===== src/rtl/lfchk_pkg.sv =====
package lfchk_pkg;
  localparam int WORD_W = 32;

  typedef enum logic [1:0] {
    K_NONE   = 2'd0,
    K_LOAD   = 2'd1,
    K_BRANCH = 2'd2,
    K_STORE  = 2'd3
  } kind_e;

  typedef struct packed {
    kind_e             kind;
    logic [WORD_W-1:0] addr;
    logic [WORD_W-1:0] data;
  } entry_t;

  // Per-kind comparison of a leader entry against a trailer retire.
  function automatic logic entry_match(entry_t lead, entry_t trail);
    logic r;
    r = 1'b0;
    if (lead.kind == trail.kind) begin
      case (lead.kind)
        K_LOAD:   r = (lead.addr == trail.addr);
        K_BRANCH: r = (lead.addr == trail.addr) && (lead.data[0] == trail.data[0]);
        K_STORE:  r = (lead.addr == trail.addr) && (lead.data == trail.data);
        default:  r = 1'b0;
      endcase
    end
    return r;
  endfunction
endpackage


===== src/rtl/lfchk_fifo.sv =====
module lfchk_fifo
  import lfchk_pkg::*;
#(
  parameter int DEPTH = 8
) (
  input  logic   clk,
  input  logic   rst_n,
  input  logic   flush,
  input  logic   push,
  input  entry_t din,
  input  logic   pop,
  output entry_t dout,
  output logic   empty,
  output logic   full
);
  localparam int AW = (DEPTH > 1) ? $clog2(DEPTH) : 1;
  localparam int CW = $clog2(DEPTH + 1);

  entry_t         store_q [DEPTH];
  logic [AW-1:0]  wr_ptr, rd_ptr;
  logic [CW-1:0]  count;

  function automatic logic [AW-1:0] bump(logic [AW-1:0] p);
    return (p == AW'(DEPTH - 1)) ? '0 : p + 1'b1;
  endfunction

  assign empty = (count == '0);
  assign full  = (count == CW'(DEPTH));
  assign dout  = store_q[rd_ptr];

  always_ff @(posedge clk) begin
    if (push) store_q[wr_ptr] <= din;
  end

  always_ff @(posedge clk) begin
    if (!rst_n || flush) begin
      wr_ptr <= '0;
      rd_ptr <= '0;
      count  <= '0;
    end else begin
      if (push) wr_ptr <= bump(wr_ptr);
      if (pop)  rd_ptr <= bump(rd_ptr);
      count <= count + CW'(push) - CW'(pop);
    end
  end
endmodule


===== config.mk =====
export PLATFORM = sky130hd
export DESIGN_NAME = lfchk_fifo
export DESIGN_NICKNAME = d
export VERILOG_FILES = /design/src/rtl/lfchk_pkg.sv /design/src/rtl/lfchk_fifo.sv
export SDC_FILE = /design/constraint.sdc
export NUM_CORES = 1
export LEC_CHECK = 0
export ABC_AREA = 1
export BUFFER_PORTS_ARGS = -buffer_cell sky130_fd_sc_hd__buf_4
export CAP_MARGIN = 10
export CORE_UTILIZATION = 55
export CTS_CLUSTER_SIZE = 8
export DETAILED_ROUTE_END_ITERATION = 12
export PLACE_DENSITY = 0.82
export SYNTH_ARGS = -nofsm -noshare
export SYNTH_HDL_FRONTEND = slang
export SYNTH_SLANG_ARGS = --single-unit

===== constraint.sdc =====
create_clock -name clk -period 3.74 [get_ports clk]
set_input_delay 0.187 -clock clk [delete_from_list [all_inputs] [get_ports clk]]
set_output_delay 0.187 -clock clk [all_outputs]
set_load 0.05 [all_outputs]

Yosys cells after proc, flatten, opt, wreduce, memory -nomap -nowiden
Memory sizes are Yosys's and may differ from the RTL's. A register that Yosys moved wholly into a read port is not among the register bits. Index checks and enable logic that the tools add are counted.

Equal/unequal tests: 3. Bitwise gates (word level): 0. Add/sub/neg operators: 4. Div/mod/pow operators: 0. Shift-type cells: 0. Magnitude comparators: 0. Muxes and demuxes: 6. Multiply operators: 0. Reductions and logical operators: 3.

Operators by type and width (count): $mux W3 (4); $add A3 B1 Y3 const B (2); $eq A3 B3 Y1 const B (2); $add A4 B1 Y4 (1); $eq A4 B4 Y1 const B (1); $logic_not A4 Y1 (1); $sub A4 B1 Y4 (1); $mux W1 (2); $logic_not A1 Y1 (1); $logic_or A1 B1 Y1 (1).

Latch bits: 0. Memory bits (writable): 528. Output and inout bits: 68. ROM bits: 0. Input port bits: 71. Flip-flop bits (word level): 10. Memories kept: 1.

Memories: store_q (depth 8, width 66, rd ports 1, clocked after Yosys merged registers in 1, write ports 1, line lfchk_fifo.sv:19) `entry_t store_q [DEPTH];`.

Longest topological paths before layout
Word-level depth: 4. Gate-level depth with buffers: 9.

Worst setup path before layout
OpenSTA, ideal clock, no wires.

Path type: flip-flop to flip-flop. Start: reg wr_ptr[0]. End: mem store_q[0][0] in the netlist's numbering, enable pin. Stages on the path, launching flop included: 3. Data arrival time: 3.405 ns. Library setup time: 0.490 ns. Period minus slack after synthesis: 3.895 ns. Slack: -0.155 ns. Path through: dfxtp_1 or2_2 nor2_1.

RTL lines: start: declaration (line lfchk_fifo.sv:20) `logic [AW-1:0] wr_ptr, rd_ptr;`; start signal: assignment (line lfchk_fifo.sv:41) `if (push) wr_ptr <= bump(wr_ptr);`; end: declaration (line lfchk_fifo.sv:19).

No word-level cell before the write port.

==> run summary <==
===============================================================================
Number of rows in the core area                                              75
Via count of the first global-routing pass                               16,800
Classification of the worst setup path                             flop to output pin
Count of fill cells added during filler insertion                         2,931
Total standard cell area after synthesis                             23,600 µm²
Standby leakage power                                                 0.0128 µW
Cell type with the highest occurrence count on the critical path        nand2_1
Overall power of the completed layout                                 14,000 µW
Antenna violations before repair                                              2
Slew Viols, Final                                                             0
Largest net degree at the start of global routing                           185
Post-DRT Antenna Nets                                                         0
Area of the die                                                      43,700 µm²
Setup repair bufs after CTS                                                   0
RSZ-0062 raised after global routing                                      false
Remaining routing DRC violations                                              0
TritonCTS clock tree                                                      built
Final GP Congestion                                                       0.734
Chip width                                                               209 µm
First DRT Iteration DRCs                                                  1,620
Hold buffer count at CTS                                                     71
Startpoint of the most critical hold path                                 rst_n
Half-perimeter wire length after placement                              27.3 mm
Result of the run                                                     completed
Endpoint required time on the critical path                             3550 ps
Overall die height                                                       209 µm
Capturing element type of the critical path                          output pin
Flops & latches, synth                                                      541
Ys Warns                                                                      0
Largest stage delay, worst path                                          580 ps
Path type of the worst min-delay path                              input port to flop
Actual transition at the worst max-transition pin                       1260 ps
Maximum clock path buffer count                                               3
Number of cells produced by synthesis                                     2,370
Power per Cell Area                                                  500 nW/µm²
Clock tree sinks                                                            541
Area of the multi-input gates                                          4950 µm²
Sequential-to-total area share from yosys stat                            68.4%
Sum Neg Setup Slack                                                        0 ps
Cts repair resizes                                                            0
Routed wire length                                                      54.1 mm
Worst flop-to-flop path startpoint                                    wr_ptr[0]
Clock tree root buffer cell                                           clkbuf_16
Gr ovfl total                                                                 0
Tcrit/Tclk final                                                          76.0%
Crit-path leading delay family                                     buffers and inverters
Worst slew margin relative to its limit                                   16.1%
Total global routing track utilization                                    25.1%
CTS clock-pin slew for the worst setup and hold paths                     50 ps
Critical path launch point type                                            flop
Min Tclk post-route                                                     2840 ps
Worst-case clock skew                                                   9.38 ps
Count of vias placed by the detailed router                              16,500
Ratio of routed vias to standard cells                                     5.26
Maximum capacitance violations                                                0
Highest fanout seen on the critical path                                    101
Synthesized area divided by synthesized cell count                     9.94 µm²
Total iterations of the first detailed-routing run                            5
Endpoints failing hold                                                        0
Cell-by-cell trace of the critical path                            inv_6, buf_4, nand2_1, nand3_1, nand2_1, nand2_1, nand2_1, buf_4
Initial Util                                                              55.9%
Storage cell area                                                    16,100 µm²
TritonCTS buffer count                                                       77
Number of failing setup endpoints in the final timing report                  0
Maximum achievable frequency                                          0.352 GHz
I/O pin count                                                               139
Peak ir drop on the vdd network                                      0.000336 V
Final #Nets                                                               2,663
Number of buffer and inverter stages on the critical path                     3
First-pass GRT wire length                                              84.6 mm
CORE AREA                                                            42,100 µm²
Data arrival time of the critical path                                  2660 ps
Synthesized Nets                                                          2,452
Synthesis-to-finish area growth                                           18.6%
Level count of the clock H-tree                                               3
Number of buffer cells added on primary ports                               138
Skew-Pair Late Insertion Delay                                           570 ps
Layout cell share with drive strength beyond 1                            10.0%
Slowest cell on crit path                                                 inv_6
Netlist cell types                                                           18
Post-detailed-route wirelength per cell                                 17.2 µm
===============================================================================
## final timing paths
check / slack [ps] / cells past startpoint / end
setup / recovery: 900 / 8 / dout[38]
hold / removal: 30 / 5 / count[2]
hold reg to reg: 480 / 2 / flop
setup reg to reg: 1590 / 3 / store_q[6][43]
## worst min-delay path, cell delays in order
cell and delay, ps:
buf_4 110, inv_1 40, nor2_1 80, o21ai_0 80, a21oi_1 50
## report_power, final
group	switching (µW)	internal (µW)	total, µW
combinational	738	332	1070
sequential	25.4	6770	6790
clock	2290	3830	6120
total	3050	10900	14000
## cell families after synthesis
kind of cell	after synthesis	synth area share, %
compound gates	10	0.212
simple gates	1159	19.9
fa+ha+maj	11	0.616
flops	541	68.4
buf+inv	649	10.9
## synth_stat cells
library cell,count,area [µm²]
nand2_1,872,3270
inv_1,546,2050
edfxtp_1,528,15900
nand3_1,266,1330
buf_2,73,365
nor2_1,16,60.1
dfxtp_1,13,260
clkbuf_1,11,41.3
ha_1,10,125
buf_4,9,67.6
a21oi_1,8,40.0
buf_1,8,30.0
inv_2,2,7.51
nor3b_1,2,15.0
o21ai_0,2,10.0
or2_2,2,12.5
fa_1,1,20.0
nor3_1,1,5.00
## sequential cells by signal, summed over array words and instances (netlist names), named ones only
register	cells
store_q	528
count	4
rd_ptr	3
wr_ptr	3
## cells in the final DEF (no fill, tap or decap), drive strengths merged
| cell type | netlist | layout |
|---|---|---|
| buf | 90 | 162 |
| o21ai | 2 | 2 |
| dlygate4sd3 | 0 | 71 |
| diode | 0 | 1 |
| edfxtp | 528 | 528 |
| nand3 | 266 | 266 |
| inv | 548 | 548 |
| dfxtp | 13 | 13 |
| nor3b | 2 | 2 |
| or2 | 2 | 2 |
| a21oi | 8 | 8 |
| ha | 10 | 10 |
| nor3 | 1 | 1 |
| fa | 1 | 1 |
| clkbuf | 11 | 96 |
| nand2 | 872 | 872 |
| nor2 | 16 | 16 |
## layout make-up
cell class | instances | share of cell area [%]
timing repair buffer | 233 | 7.30
tap | 539 | 2.41
multi-input combinational | 1180 | 17.7
sequential | 541 | 57.7
antenna | 1 | 0.00895
inverter | 548 | 7.39
clock buffer | 96 | 7.49
## metal layers
metal	wire length [µm]	global-route usage, %	part of all wire, %
met5	8	0	0.015
met3	4380	4.19	8.1
met1	21000	31.1	39
met4	1570	12.2	2.9
met2	27100	42.9	50
## stage by stage
stage                     hold slack, ps  setup slack (ps)  cell area, µm²  util, %  instances
final                               25.6               897           28000     66.3       3138
after global routing                60.5               737           28000     66.3       3138
after CTS                           2.09               871           28000     66.3       3137
after detailed placement             419              1510           25100     59.7       2970
after global placement               416              1510           25100     59.7       2970
after floorplan                      286              -155           23600        -       2370
Note: power is estimated with default switching activity, not from simulation.
